### src/rtl/wpfx_pkg.sv
package wpfx_pkg;
  localparam int OPW = 8;
  localparam int NIB = OPW / 2;

  typedef enum logic [1:0] {RW8 = 2'b00, RW16 = 2'b01, RW24 = 2'b10, RWRSV = 2'b11} reg_w_e;
  typedef enum logic [1:0] {AW16 = 2'b00, AW24 = 2'b01} addr_w_e;

  typedef struct packed {
    logic [1:0] rw;
    logic [1:0] aw;
  } widths_t;

  localparam widths_t WIDTH_DEFAULT = '{rw: RW8, aw: AW16};

  // Map the upper nibble of a prefix onto legal width codes.
  function automatic widths_t decode_hi(input logic [NIB-1:0] hi);
    widths_t w;
    w.rw = (hi[3:2] == RWRSV) ? RW8 : hi[3:2];
    w.aw = (hi[1:0] == AW24) ? AW24 : AW16;
    return w;
  endfunction
endpackage

### src/rtl/wpfx_classify.sv
module wpfx_classify
  import wpfx_pkg::*;
#(
  parameter logic [OPW-1:0] QUERY_OP = 8'h0F
) (
  input  logic [OPW-1:0] op,
  input  logic           fetch,
  output logic           is_pfx,
  output logic           is_instr,
  output logic           is_query,
  output widths_t        w
);
  logic nib_all_ones;

  always_comb begin
    nib_all_ones = &op[NIB-1:0];
    is_query     = fetch && (op == QUERY_OP);
    is_pfx       = fetch && nib_all_ones && (op != QUERY_OP);
    is_instr     = fetch && !is_pfx;
    w            = decode_hi(op[OPW-1:NIB]);
  end
endmodule

### src/rtl/wpfx_pending.sv
module wpfx_pending
  import wpfx_pkg::*;
(
  input  logic    clk,
  input  logic    rst,
  input  logic    load,
  input  logic    consume,
  input  widths_t w_in,
  output logic    pend_v,
  output widths_t pend_w
);
  always_ff @(posedge clk) begin
    if (rst) begin
      pend_v <= 1'b0;
      pend_w <= WIDTH_DEFAULT;
    end else if (load) begin
      pend_v <= 1'b1;
      pend_w <= w_in;
    end else if (consume) begin
      pend_v <= 1'b0;
    end
  end

  // a second prefix overwrites the first, never merges with it
  p_replace_r8: assert property (@(posedge clk) disable iff (rst)
    load |=> (pend_v && pend_w == $past(w_in)));
  // an instruction fetch always empties the pending slot
  p_consume_r11: assert property (@(posedge clk) disable iff (rst)
    (consume && !load) |=> !pend_v);
endmodule

### src/rtl/wpfx_active.sv
module wpfx_active
  import wpfx_pkg::*;
(
  input  logic       clk,
  input  logic       rst,
  input  logic       start,
  input  logic       done,
  input  logic       query,
  input  logic       pend_v,
  input  widths_t    pend_w,
  output logic [1:0] rw,
  output logic [1:0] aw,
  output logic       act,
  output logic       cap_ld
);
  always_ff @(posedge clk) begin
    if (rst) begin
      rw     <= RW8;
      aw     <= AW16;
      act    <= 1'b0;
      cap_ld <= 1'b0;
    end else begin
      cap_ld <= query;
      if (start) begin
        rw  <= pend_v ? pend_w.rw : WIDTH_DEFAULT.rw;
        aw  <= pend_v ? pend_w.aw : WIDTH_DEFAULT.aw;
        act <= pend_v;
      end else if (done) begin
        rw  <= WIDTH_DEFAULT.rw;
        aw  <= WIDTH_DEFAULT.aw;
        act <= 1'b0;
      end
    end
  end

  // the reserved register code never reaches the datapath
  p_no_rsvd_r4: assert property (@(posedge clk) disable iff (rst) rw != RWRSV);
  // completion without a new fetch restores the defaults
  p_done_default_r7: assert property (@(posedge clk) disable iff (rst)
    (done && !start) |=> (rw == RW8 && aw == AW16 && !act));
  // an instruction without a pending prefix runs at default widths
  p_unpfx_default_r6: assert property (@(posedge clk) disable iff (rst)
    (start && !pend_v) |=> (!act && rw == RW8 && aw == AW16));
endmodule

### src/rtl/wpfx_decode.sv
module wpfx_decode
  import wpfx_pkg::*;
#(
  parameter logic [OPW-1:0] QUERY_OP    = 8'h0F,
  parameter logic [1:0]     CAP_REG     = 2'b10,
  parameter logic [1:0]     CAP_ADDR    = 2'b01,
  parameter logic [NIB-1:0] CAP_THREADS = '0
) (
  input  logic           clk,
  input  logic           rst,
  input  logic [OPW-1:0] op_byte,
  input  logic           fetch_stb,
  input  logic           done_stb,
  output logic [1:0]     reg_wc,
  output logic [1:0]     addr_wc,
  output logic           pfx_active,
  output logic           cap_load,
  output logic [OPW-1:0] cap_value
);
  localparam logic [OPW-1:0] CAP_BYTE = {CAP_REG, CAP_ADDR, CAP_THREADS};

  logic    is_pfx, is_instr, is_query, pend_v;
  widths_t dec_w, pend_w;

  wpfx_classify #(.QUERY_OP(QUERY_OP)) u_cls (
    .op(op_byte), .fetch(fetch_stb), .is_pfx(is_pfx),
    .is_instr(is_instr), .is_query(is_query), .w(dec_w));

  wpfx_pending u_pend (
    .clk(clk), .rst(rst), .load(is_pfx), .consume(is_instr),
    .w_in(dec_w), .pend_v(pend_v), .pend_w(pend_w));

  wpfx_active u_act (
    .clk(clk), .rst(rst), .start(is_instr), .done(done_stb),
    .query(is_query), .pend_v(pend_v), .pend_w(pend_w),
    .rw(reg_wc), .aw(addr_wc), .act(pfx_active), .cap_ld(cap_load));

  assign cap_value = CAP_BYTE;

  // the load strobe follows only a fetch of the query byte
  p_cap_src_r9: assert property (@(posedge clk) disable iff (rst)
    cap_load |-> ($past(fetch_stb) && $past(op_byte) == QUERY_OP));
  // a prefix fetch alone leaves the presented widths untouched
  p_pfx_hold_r2: assert property (@(posedge clk) disable iff (rst)
    (is_pfx && !done_stb) |=> ($stable(reg_wc) && $stable(addr_wc) && $stable(pfx_active)));
  // nothing moves without a strobe
  p_idle_r12: assert property (@(posedge clk) disable iff (rst)
    (!fetch_stb && !done_stb) |=> ($stable(reg_wc) && $stable(addr_wc) && !cap_load));
endmodule

### config.mk
export PLATFORM = sky130hd
export DESIGN_NAME = wpfx_decode
export DESIGN_NICKNAME = d
export VERILOG_FILES = /design/src/rtl/wpfx_pkg.sv /design/src/rtl/wpfx_classify.sv /design/src/rtl/wpfx_pending.sv /design/src/rtl/wpfx_active.sv /design/src/rtl/wpfx_decode.sv
export SDC_FILE = /design/constraint.sdc
export NUM_CORES = 1
export LEC_CHECK = 0
export BUFFER_PORTS_ARGS = -buffer_cell sky130_fd_sc_hd__buf_2
export CORE_MARGIN = 4
export CORE_UTILIZATION = 35
export CTS_CLUSTER_DIAMETER = 100
export DETAILED_ROUTE_END_ITERATION = 10
export GPL_ROUTABILITY_DRIVEN = 0
export PLACE_DENSITY = 0.67
export SLEW_MARGIN = 10
export SYNTH_ARGS = -nofsm -noshare
export SYNTH_HDL_FRONTEND = slang
export SYNTH_SLANG_ARGS = --single-unit
### constraint.sdc
create_clock -name clk -period 0.8 [get_ports clk]
set_input_delay 0.04 -clock clk [delete_from_list [all_inputs] [get_ports clk]]
set_output_delay 0.04 -clock clk [all_outputs]
set_load 0.005 [all_outputs]
* Word-level counts from Yosys, hierarchy flattened
Index checks and enable logic that the tools add are counted.
** Storage, ports and cells
- Register bits after elaboration :: 11
- Input bits :: 12
- Output and inout port bits :: 14
- Word-level logic and storage cells :: 30
** Cells by class
- Eq/ne operators :: 4
- Muxes and demuxes :: 11
- Reduce and logical (&&, ||, !) cells :: 8
** Operator list (count)
- 2-to-1 mux 2 bit :: 6
- equality test 8 x 4 -> 1 bit, second input constant :: 1
- != test 8 x 4 -> 1 bit, second input constant :: 1
- 2-to-1 mux 1 bit :: 5
- logical AND 1 bit :: 4
- AND reduction 4 bit :: 1
- nonzero test 2 bit :: 2
- equality test 2 x 1 -> 1 bit, second input constant :: 1
- equality test 2 bit, second input constant :: 1
- zero test 1 bit :: 1

* Longest topological paths before layout
- Word-level depth :: 7
- Mapped depth :: 4
- Gate-level depth less buffers :: 3

* Modules after synthesis
A second synthesis with hierarchy kept.
** Second synthesis, totals
- Cells, all modules :: 61
- Area, all modules :: 568.0 um2
** Modules (own cells, without submodules)
- wpfx_active :: instances 1, cells an instance 23, area an instance 230.2 um2, seq. area each 120.1 um2
- wpfx_pending :: instances 1, cells an instance 17, area an instance 181.4 um2, seq. area each 100.1 um2
- wpfx_classify :: instances 1, cells an instance 11, area an instance 88.8 um2, seq. area each 0.0 um2
- wpfx_decode :: instances 1, cells an instance 10, area an instance 67.6 um2, seq. area each 0.0 um2

* Least setup slack after synthesis
OpenSTA, ideal clock, no wires.
- Path type :: input to register
- From :: in rst
- To :: reg, netlist name u_pend.pend_w[0]
- Setup time :: 92 ps
- Arrival :: 719 ps
- Required time :: 708 ps
- Path slack :: -12 ps
- Stages on the path :: 3
- Path buffers :: 1
- Cells stage by stage :: buf_2 -> or3b_2 -> o32ai_1
** RTL lines
- start, declared :: line wpfx_decode.sv:10 : input logic rst,

* Final worst setup path
- From :: reg u_act.act
- To :: out pfx_active
** RTL lines
- start, declared :: line wpfx_active.sv:13 : output logic act,
- start signal, assigned :: line wpfx_active.sv:27 : act <= pend_v;
- end, declared :: line wpfx_decode.sv:16 : output logic pfx_active,
No word-level cell between the ends.

==> reports/metrics.csv <==
metric,value,unit
dpl ws,-0.162,ns
sequential group share of total power,0.506,
status,completed,
Max Cap Viol,0,
GRT Overall Usage,0.0845,
setup bufs post-CTS,0,
fin crit period,0.731,ns
DRT Pass-1 Iters,4,
worst r2r dst,u_act.aw[0],
worst clock skew,0.00124,ns
unique cell type count in the Yosys netlist,18,
Layout area overhead,22.3,%
Port-buffer cells,16,
Hold EP,u_act.cap_ld,
Ant. Diodes,0,
peak supply drop,657,µV
Pleak,0.275,nW
1st-iter DRT viols,1,
vias,381,
fmax,1370,MHz
clock share of power,0.380,
r2r worst-path depth,3,
CP arrival,0.69,ns
DRT Wirelength,799,µm
"commonest non-fill, non-tap cell in the layout",buf_2,
via count of the first global-routing pass,337,
Core ar.,0.00130,mm²
Clk Tree Root Cell,clkbuf_4,
clk_lat worst skew,0.25,ns
Worst Hold Class,primary input to flop,
Crit Path Max Fanout,2,
DIE AREA,0.00206,mm²
Area after DPL,564,µm²
layout filler cell count,138,
sequential area share after synthesis,0.368,
PD cells,1490,mW/mm²
DRC viols,0,
Slew Limit Fails,0,
DR WL/cell,9.08,µm
layout cells sized above 1,0.411,
DIE WIDTH,45.4,µm
CP Cell Sequence,buf_2,
Worst Path Buf+Inv,1,
Yosys reg bits,9,
hold path start,rst,
CTS sink count,9,
R2R setup slack,0.07,ns
Synth Instances,53,
Detail Placement HPWL,697,µm
final worst-path cycle share,0.914,
Final ANT Viol Nets,0,
Initial Util,0.376,
Clock Path Buffers,2,
Hold Buf Count CTS,0,
Finished Cell Area,598,µm²
crit start category,flop,
critical setup path kind,flop to output pin,
"Max stage delay cell, worst path",dfxtp_1,
antenna violations before repair,0,
CTS tree,done,
Sw Ratio,0.226,
switching pwr,0.202,mW
Critical R2R Launch,u_pend.pend_v,
Final setup violation count,0,
vias per cell,4.33,
Syn Area/Cell,9.23,µm²
Synthesis Warnings,0,
final worst setup slack,0.0688,ns
Row Count,13,
mapped cell area,489,µm²
Worst-path clk slew,0.06,ns
RSZ-0062 raised after global routing,no,
required time of the critical path,0.76,ns
H-tree depth,1,
final net count,86,
Pint,0.690,mW
I/O Pins,26,
"commonest cells after routing, fill and taps aside","buf_2, conb_1, dfxtp_1",
crit-path leading delay family,flip-flops,
crit-path max cell delay,0.33,ns
Die Y,45.4,µm
Hold Crit Depth,2,
first-pass GRT wire length,1250,µm
CTS Buf Count,3,
Final Hold Viols,0,
remaining global-route overflow,0,
maximum number of pins on one net before global-route repair,7,
Setup crit end kind,output pin,
Comb pwr share,0.114,
layout make-up:
type,instances,area [µm²],share of cell area
clock buffer,4,26.3,0.0439
inverter,5,18.8,0.0314
multi-input combinational,36,251,0.421
sequential,9,180,0.301
tap,15,18.8,0.0314
timing repair buffer,19,103,0.172
sequential cells by signal, summed over array words and instances (netlist names):
| signal | cells |
|---|---|
| u_act.aw | 1 |
| u_act.cap_ld | 1 |
| u_pend.pend_v | 1 |
| u_act.rw | 2 |
| u_pend.pend_w | 3 |
| u_act.act | 1 |
routing by layer:
metal | GRT usage | wire length [µm] | part of all wire | vias up
li1 | - | - | - | 199
met3 | 0.0356 | 106 | 0.13 | 0
met4 | 0.0351 | 0 | 0 | 0
met5 | 0 | 0 | 0 | -
met2 | 0.120 | 355 | 0.44 | 21
met1 | 0.111 | 337 | 0.42 | 161
stage by stage:
step | hold slack (ns) | utilization | cells | power (mW) | setup TNS [ns]
5_1_grt | 0.0153 | 0.460 | 88 | 0.940 | 0
4_1_cts | 0.00947 | 0.456 | 88 | 0.902 | 0
2_1_floorplan | 0.232 | - | 60 | 0.544 | 0
3_5_place_dp | 0.283 | 0.434 | 84 | 0.561 | -1.26
6_report | 0.0155 | 0.460 | 88 | 0.892 | 0
3_3_place_gp | 0.285 | 0.434 | 84 | 0.560 | -0.969
logic make-up (layout without fill, tap and decap cells):
group                  Yosys count  in the layout  synth area share
buffers and inverters           15             28             0.187
DFF                              9              9             0.368
muxes                            4              4            0.0818
AOI/OAI and AO/OA                5              5            0.0921
and+or+nand+nor                 18             18             0.256
other                            2              9            0.0154
worst max path at each step:
stage	startpoint	end	cells past startpoint
floorplan	rst	u_pend.pend_w[0]	3
global placement	op_byte[5]	u_act.rw[0]	4
detailed placement	op_byte[5]	u_act.aw[0]	4
CTS	u_pend.pend_v	u_act.aw[0]	3
global route	u_pend.pend_v	u_act.rw[0]	3
finish	u_act.act	pfx_active	1
cells in the mapped netlist, drive strengths merged:
cell type   n  area, µm²
nor3b       1       12.5
nor2        1       3.75
buf        10       72.6
nor3        1       10.0
conb        2       7.51
o21ba       1       10.0
inv         5       18.8
or2         1       6.26
nand4       1       6.26
nor4        1       21.3
o32ai       3       26.3
or3b        3       26.3
nor2b       2       12.5
dfxtp       9        180
nand2       7       26.3
mux2i       4       40.0
o21ai       1       8.76
power groups by stage:
stage | clock, mW | combinational, mW | sequential, mW
floorplan | 0 | 0.0830 | 0.461
global placement | 0 | 0.0989 | 0.461
detailed placement | 0 | 0.0997 | 0.461
CTS | 0.351 | 0.100 | 0.451
global route | 0.375 | 0.114 | 0.451
finish | 0.339 | 0.102 | 0.451
repair_timing:
item	CTS	global route
endpoints found under the hold margin	0	0
endpoints found under the setup margin	4	2
gates resized for setup	1	1
cloned	0	0
No activity file was read; power rests on OpenSTA's default activity.
